<file path="config.mk">
export PLATFORM = sky130hd
export DESIGN_NAME = mcp_predictor
export DESIGN_NICKNAME = d
export VERILOG_FILES = /design/src/rtl/mcp_pkg.sv /design/src/rtl/mcp_avg2_lane.sv /design/src/rtl/mcp_pair_lane.sv /design/src/rtl/mcp_avg4_lane.sv /design/src/rtl/mcp_ctrl.sv /design/src/rtl/mcp_predictor.sv
export SDC_FILE = /design/constraint.sdc
export NUM_CORES = 1
export LEC_CHECK = 0
export BUFFER_PORTS_ARGS = -buffer_cell sky130_fd_sc_hd__buf_2
export CORE_UTILIZATION = 55
export DETAILED_ROUTE_END_ITERATION = 10
export GPL_TIMING_DRIVEN = 0
export PLACE_DENSITY = 0.74
export REMOVE_ABC_BUFFERS = 1
export SLEW_MARGIN = 20
export SYNTH_ARGS = -nofsm -noshare
export SYNTH_HDL_FRONTEND = slang
export SYNTH_SLANG_ARGS = --single-unit
</file>
<file path="constraint.sdc">
create_clock -name clk -period 8.1 [get_ports clk]
set_clock_uncertainty 0.2 [all_clocks]
set_input_delay 2.025 -clock clk [delete_from_list [all_inputs] [get_ports clk]]
set_output_delay 2.025 -clock clk [all_outputs]
set_load 0.02 [all_outputs]
</file>
<file path="src/rtl/mcp_pkg.sv">
package mcp_pkg;
  typedef enum logic [1:0] {
    MODE_COPY = 2'd0,
    MODE_HORZ = 2'd1,
    MODE_VERT = 2'd2,
    MODE_DIAG = 2'd3
  } mode_e;

  localparam int CFG_W    = 5;
  localparam int OFFSET_W = 2;
  localparam int RND_BIT  = 2;
  localparam int MODE_LSB = 3;

  function automatic logic needs_prime(input mode_e m);
    return (m == MODE_VERT) || (m == MODE_DIAG);
  endfunction
endpackage

</file>
<file path="src/rtl/mcp_avg2_lane.sv">
module mcp_avg2_lane #(
  parameter int PIX_W    = 8,
  parameter int LANE_PIX = 4
) (
  input  logic [PIX_W*LANE_PIX-1:0] a,
  input  logic [PIX_W*LANE_PIX-1:0] b,
  input  logic                      rnd,
  output logic [PIX_W*LANE_PIX-1:0] y
);
  localparam int SUM_W = PIX_W + 1;

  for (genvar k = 0; k < LANE_PIX; k++) begin : g_pix
    logic [SUM_W-1:0] sum;
    always_comb begin
      sum = {1'b0, a[k*PIX_W +: PIX_W]} + {1'b0, b[k*PIX_W +: PIX_W]}
            + {{(SUM_W-1){1'b0}}, ~rnd};
      y[k*PIX_W +: PIX_W] = sum[SUM_W-1:1];
    end
  end
endmodule

</file>
<file path="src/rtl/mcp_pair_lane.sv">
module mcp_pair_lane #(
  parameter int PIX_W    = 8,
  parameter int LANE_PIX = 4
) (
  input  logic [PIX_W*LANE_PIX-1:0] a,
  input  logic [PIX_W*LANE_PIX-1:0] b,
  output logic [PIX_W*LANE_PIX-1:0] half,
  output logic [LANE_PIX-1:0]       odd
);
  localparam int SUM_W = PIX_W + 1;

  for (genvar k = 0; k < LANE_PIX; k++) begin : g_pix
    logic [SUM_W-1:0] sum;
    always_comb begin
      sum = {1'b0, a[k*PIX_W +: PIX_W]} + {1'b0, b[k*PIX_W +: PIX_W]};
      half[k*PIX_W +: PIX_W] = sum[SUM_W-1:1];
      odd[k] = a[k*PIX_W] ^ b[k*PIX_W];
    end
  end
endmodule

</file>
<file path="src/rtl/mcp_avg4_lane.sv">
module mcp_avg4_lane #(
  parameter int PIX_W    = 8,
  parameter int LANE_PIX = 4
) (
  input  logic [PIX_W*LANE_PIX-1:0] s0,
  input  logic [LANE_PIX-1:0]       l0,
  input  logic [PIX_W*LANE_PIX-1:0] s1,
  input  logic [LANE_PIX-1:0]       l1,
  input  logic                      rnd,
  output logic [PIX_W*LANE_PIX-1:0] y
);
  localparam int SUM_W = PIX_W + 1;

  for (genvar k = 0; k < LANE_PIX; k++) begin : g_pix
    logic [SUM_W-1:0] sum;
    logic             par;
    logic             fix;
    always_comb begin
      sum = {1'b0, s0[k*PIX_W +: PIX_W]} + {1'b0, s1[k*PIX_W +: PIX_W]};
      par = s0[k*PIX_W] ^ s1[k*PIX_W];
      // correction bit: round-up rule needs either odd half-sum pair or both odd pairs
      fix = rnd ? (par & (l0[k] | l1[k])) : (par | (l0[k] & l1[k]));
      y[k*PIX_W +: PIX_W] = sum[SUM_W-1:1] + {{(PIX_W-1){1'b0}}, fix};
    end
  end
endmodule

</file>
<file path="src/rtl/mcp_ctrl.sv">
module mcp_ctrl
  import mcp_pkg::*;
#(
  parameter int ROWS = 8
) (
  input  logic  clk,
  input  logic  rst,
  input  logic  start,
  input  mode_e cfg_mode,
  input  logic  cfg_rnd,
  input  logic  row_valid,
  output logic  busy,
  output mode_e mode_q,
  output logic  rnd_q,
  output logic  accept,
  output logic  emit,
  output logic  last
);
  localparam int CNT_W = (ROWS > 1) ? $clog2(ROWS) : 1;
  localparam logic [CNT_W-1:0] CNT_LAST = CNT_W'(ROWS - 1);

  logic             prime_q;
  logic [CNT_W-1:0] cnt_q;

  assign accept = busy & row_valid;
  assign emit   = accept & ~prime_q;
  assign last   = emit & (cnt_q == CNT_LAST);

  always_ff @(posedge clk) begin
    if (rst) begin
      busy    <= 1'b0;
      mode_q  <= MODE_COPY;
      rnd_q   <= 1'b0;
      prime_q <= 1'b0;
      cnt_q   <= '0;
    end else if (!busy) begin
      if (start) begin
        busy    <= 1'b1;
        mode_q  <= cfg_mode;
        rnd_q   <= cfg_rnd;
        prime_q <= needs_prime(cfg_mode);
        cnt_q   <= '0;
      end
    end else if (row_valid) begin
      if (prime_q) begin
        prime_q <= 1'b0;
      end else if (cnt_q == CNT_LAST) begin
        busy <= 1'b0;
      end else begin
        cnt_q <= cnt_q + 1'b1;
      end
    end
  end
endmodule

</file>
<file path="src/rtl/mcp_predictor.sv">
module mcp_predictor
  import mcp_pkg::*;
#(
  parameter int PIX_W    = 8,
  parameter int ROW_PIX  = 8,
  parameter int ROWS     = 8,
  parameter int LANE_PIX = 4
) (
  input  logic                       clk,
  input  logic                       rst,
  input  logic                       start,
  input  logic [CFG_W-1:0]           cfg_code,
  input  logic                       row_valid,
  input  logic [(ROW_PIX+1)*PIX_W-1:0] row_pix,
  output logic                       busy,
  output logic                       pred_valid,
  output logic [ROW_PIX*PIX_W-1:0]   pred_row,
  output logic                       pred_done
);
  localparam int ROW_W  = ROW_PIX * PIX_W;
  localparam int IN_W   = ROW_W + PIX_W;
  localparam int LANE_W = LANE_PIX * PIX_W;
  localparam int LANES  = ROW_PIX / LANE_PIX;

  mode_e cfg_mode;
  logic  cfg_rnd;
  mode_e mode_q;
  logic  rnd_q;
  logic  accept;
  logic  emit;
  logic  last;
  logic  unused_offset;

  assign cfg_mode      = mode_e'(cfg_code[MODE_LSB +: 2]);
  assign cfg_rnd       = cfg_code[RND_BIT];
  assign unused_offset = ^cfg_code[OFFSET_W-1:0];

  mcp_ctrl #(.ROWS(ROWS)) u_ctrl (
    .clk      (clk),
    .rst      (rst),
    .start    (start),
    .cfg_mode (cfg_mode),
    .cfg_rnd  (cfg_rnd),
    .row_valid(row_valid),
    .busy     (busy),
    .mode_q   (mode_q),
    .rnd_q    (rnd_q),
    .accept   (accept),
    .emit     (emit),
    .last     (last)
  );

  logic [ROW_W-1:0]   cur_flat;
  logic [ROW_W-1:0]   shf_flat;
  logic [ROW_W-1:0]   prev_pix;
  logic [ROW_W-1:0]   prev_hs;
  logic [ROW_PIX-1:0] prev_hl;
  logic [ROW_W-1:0]   hs_cur;
  logic [ROW_PIX-1:0] hl_cur;
  logic [ROW_W-1:0]   horz_row;
  logic [ROW_W-1:0]   vert_row;
  logic [ROW_W-1:0]   diag_row;
  logic [ROW_W-1:0]   next_row;

  assign cur_flat = row_pix[ROW_W-1:0];
  assign shf_flat = row_pix[IN_W-1:PIX_W];

  for (genvar L = 0; L < LANES; L++) begin : g_lane
    mcp_avg2_lane #(.PIX_W(PIX_W), .LANE_PIX(LANE_PIX)) u_horz (
      .a  (cur_flat[L*LANE_W +: LANE_W]),
      .b  (shf_flat[L*LANE_W +: LANE_W]),
      .rnd(rnd_q),
      .y  (horz_row[L*LANE_W +: LANE_W])
    );
    mcp_avg2_lane #(.PIX_W(PIX_W), .LANE_PIX(LANE_PIX)) u_vert (
      .a  (prev_pix[L*LANE_W +: LANE_W]),
      .b  (cur_flat[L*LANE_W +: LANE_W]),
      .rnd(rnd_q),
      .y  (vert_row[L*LANE_W +: LANE_W])
    );
    mcp_pair_lane #(.PIX_W(PIX_W), .LANE_PIX(LANE_PIX)) u_pair (
      .a   (cur_flat[L*LANE_W +: LANE_W]),
      .b   (shf_flat[L*LANE_W +: LANE_W]),
      .half(hs_cur[L*LANE_W +: LANE_W]),
      .odd (hl_cur[L*LANE_PIX +: LANE_PIX])
    );
    mcp_avg4_lane #(.PIX_W(PIX_W), .LANE_PIX(LANE_PIX)) u_diag (
      .s0 (prev_hs[L*LANE_W +: LANE_W]),
      .l0 (prev_hl[L*LANE_PIX +: LANE_PIX]),
      .s1 (hs_cur[L*LANE_W +: LANE_W]),
      .l1 (hl_cur[L*LANE_PIX +: LANE_PIX]),
      .rnd(rnd_q),
      .y  (diag_row[L*LANE_W +: LANE_W])
    );
  end

  always_comb begin
    case (mode_q)
      MODE_HORZ: next_row = horz_row;
      MODE_VERT: next_row = vert_row;
      MODE_DIAG: next_row = diag_row;
      default:   next_row = cur_flat;
    endcase
  end

  always_ff @(posedge clk) begin
    if (rst) begin
      pred_valid <= 1'b0;
      pred_done  <= 1'b0;
      pred_row   <= '0;
      prev_pix   <= '0;
      prev_hs    <= '0;
      prev_hl    <= '0;
    end else begin
      pred_valid <= emit;
      pred_done  <= last;
      if (emit) pred_row <= next_row;
      if (accept) begin
        prev_pix <= cur_flat;
        prev_hs  <= hs_cur;
        prev_hl  <= hl_cur;
      end
    end
  end
endmodule

</file>
==> out/qor.yml <==
cells_and_area:
  diodes: 0
  fin_nets: 2731
  synthToLayoutAreaGrowth_pct: 11.5
  final_layout_size_suffix_gt1_frac: 0.114
  design_area_sq_um: 20500
critical_path:
  slowest_delay_ns: 0.69
  arrival_ns: 6.04
  cp_data_required_time_ns: 8.34
  startpoint_type: "input port"
  cpMaxStageDelayCell: "or4b_2"
  crit_path_max_fanout: 6
  worst_setup_path_end_kind: "register"
  worstPathCellList: "buf_2 -> ha_1 -> fa_1 -> a211oi_1 -> o21ai_0 -> a21oi_1 -> xnor2_1 -> inv_1 -> ha_1 -> or4b_2 -> o2111ai_1 -> nand4b_1 -> nor3_1 -> xnor2_1 -> nand2_1 -> a221oi_1"
  worst-setup-path-type: "input port to register"
sta:
  fin_crit_sh: 0.716
  tightest_slew_ns: 1.13
  fin_crit_ns: 5.80
  hold_viol_final: 0
  hold_ws_ns: 0.253
  slew_viol_final: 0
  setup_viol: 0
  finalSetupTns_ns: 0
  rsz0062_at_grt: "false"
  slew_headroom: 0.243
  max_freq_mhz: 172
synth:
  yosys.cell_count.top_type: "nand2_1"
  ys_seq_elements: 210
  synthTopCellsByCount: "350 x nand2_1, 225 x ha_1, 221 x a21oi_1"
  synth.avg_cell_area_sq_um: 7.94
  synth-main-ff-cell: "dfxtp_1"
  synth_area_leader_cell: "dfxtp_1"
  ys_warn_count: 0
  synth_edf_count: 0
  synth_area_sq_um: 18300
  syn_inst: 2310
  yosysSeqAreaShare: 0.229
  synth_top_area_share: 0.229
  async_flop_share: 0
  synth_cell_type_count: 81
  synth.area.top_cells: "dfxtp_1 23%, ha_1 15%, nand2_1 7.2%"
floorplanning:
  dieArea_sq_um: 34100
  fp.coreArea_sq_um: 32700
  die_y_um: 185
  ios: 148
  die_x_um: 185
  start_util: 0.561
  num_rows: 66
power_and_ir_drop:
  finalPower_mw: 3.83
  p_per_area_nw_per_um2: 187
  peakVddDrop_v: 0.000167
  p_leak_nw: 8.77
drt:
  num_vias: 17040
  route.detailed.drc: 0
  drt_iter0_drc: 1113
  ant_nets: 0
  wl_per_cell_um: 17.7
  drt-total-wl_mm: 50.5
  drt_pass1_iterations: 6
  vias_per_cell: 5.95
clock_tree:
  clk_latency_ns: 0.55
  postCtsHoldBufs: 0
  cts_buffers: 27
  cts_max_path_buffers: 3
  cts_resized: 0
  clk_pin_slew_worst_paths_ns: 0.06
  cts_root_buf: "clkbuf_16"
  cts_setup_buffers: 0
  htree_levels: 1
  cts_tree: "done"
  cts_sinks: 210
placement:
  place_congestion: 0.891
  io_buffers: 145
  placed_area_sq_um: 19500
  hpwl_mm: 36.8
hold_path:
  min_path_type: "register to register"
global_route:
  grt_pass1_wl_mm: 81.9
  grt-ovfl-total: 0
  grtUsageTotal: 0.298
  antenna_found_initial: 0
  grt_pass1_vias: 16336
  grt_max_degree: 105
run_status:
  status: "finished clean"
run:
  cap_viol_max_count: 0
-- stage by stage --
stage | util | worst slack, ns | std cells
after floorplan | - | 0.620 | 2216
after global placement | 0.587 | -6.20 | 2803
after detailed placement | 0.597 | 1.80 | 2814
after CTS | 0.625 | 2.35 | 2862
after global routing | 0.625 | 2.07 | 2862
final | 0.625 | 2.30 | 2862
-- registers in the layout, indices dropped and copies added (netlist names) --
| register | cells |
|---|---|
| u_ctrl.cnt_q | 3 |
| u_ctrl.rnd_q | 1 |
| u_ctrl.prime_q | 1 |
| prev_pix | 64 |
| prev_hs | 64 |
| u_ctrl.busy | 1 |
| pred_done | 1 |
| pred_valid | 1 |
| prev_hl | 8 |
| pred_row | 64 |
| u_ctrl.mode_q | 2 |
-- worst paths after layout --
path                             startpoint                         to  slack (ns)  cells after the start
setup / recovery                row_pix[56]  pred_row[55]$_SDFFE_PP0P_        2.30                     16
hold / removal    pred_row[58]$_SDFFE_PP0P_  pred_row[58]$_SDFFE_PP0P_        0.25                      1
setup reg to reg     u_ctrl.busy$_SDFF_PP0_  pred_row[23]$_SDFFE_PP0P_        4.28                      9
hold reg to reg   pred_row[58]$_SDFFE_PP0P_  pred_row[58]$_SDFFE_PP0P_        0.25                      1
-- worst max-delay path, delay by kind of cell --
kind	cells	cell delay, ns
and+or+nand+nor	4	1.19
buffers and inverters	2	0.32
xor gates and xnor gates	2	0.32
AOI/OAI and AO/OA	5	1.17
adders and majority gates	3	1.02
-- per-layer routing --
| metal | global-route usage | part of all wire | vias to the layer above |
|---|---|---|---|
| met5 | 0 | 0 | - |
| li1 | - | - | 8368 |
| met2 | 0.513 | 0.47 | 500 |
| met3 | 0.0354 | 0.054 | 142 |
| met1 | 0.375 | 0.43 | 8030 |
| met4 | 0.129 | 0.043 | 0 |
-- final cells by class --
class / count / area (sq um)
timing repair buffer: 156 / 993
sequential: 210 / 4210
multi-input combinational: 1909 / 13400
inverter: 97 / 364
clock buffer: 36 / 790
tap: 442 / 553
fill: 2889 / 12200
clock inverter: 12 / 148
-- cell families (layout without fill, tap and decap cells) --
logic type               after synthesis  count (layout)  synth area share
AO/OA/AOI/OAI                        592             592             0.203
multiplexers                          38              38            0.0433
AND/OR/NAND/NOR                      822             822             0.201
buffers and inverters                191             301            0.0426
flip-flops                           210             210             0.229
adder cells (fa/ha/maj)              249             249             0.180
XOR/XNOR                             208             208             0.101
-- report_power, final --
group / switching [mW] / internal [mW] / total, mW
Combinational: 0.831 / 0.593 / 1.42
Clock: 0.494 / 0.775 / 1.27
Sequential: 0.0436 / 1.09 / 1.13
-- placed cells by master (no fill, tap or decap), types with 26 or more instances in the layout --
master	count
and2_1	26
a21o_1	32
o21a_1	34
ha_1	225
xnor2_1	116
mux4_2	33
clkbuf_16	27
and3_1	30
nand3_1	37
inv_1	95
a21oi_1	221
buf_2	144
xor2_1	89
nor2b_1	32
nor2_1	211
o21ai_0	109
nand2_1	349
a211oi_1	53
dfxtp_1	207
nor3_1	46
No activity file was read; power rests on OpenSTA's default activity.
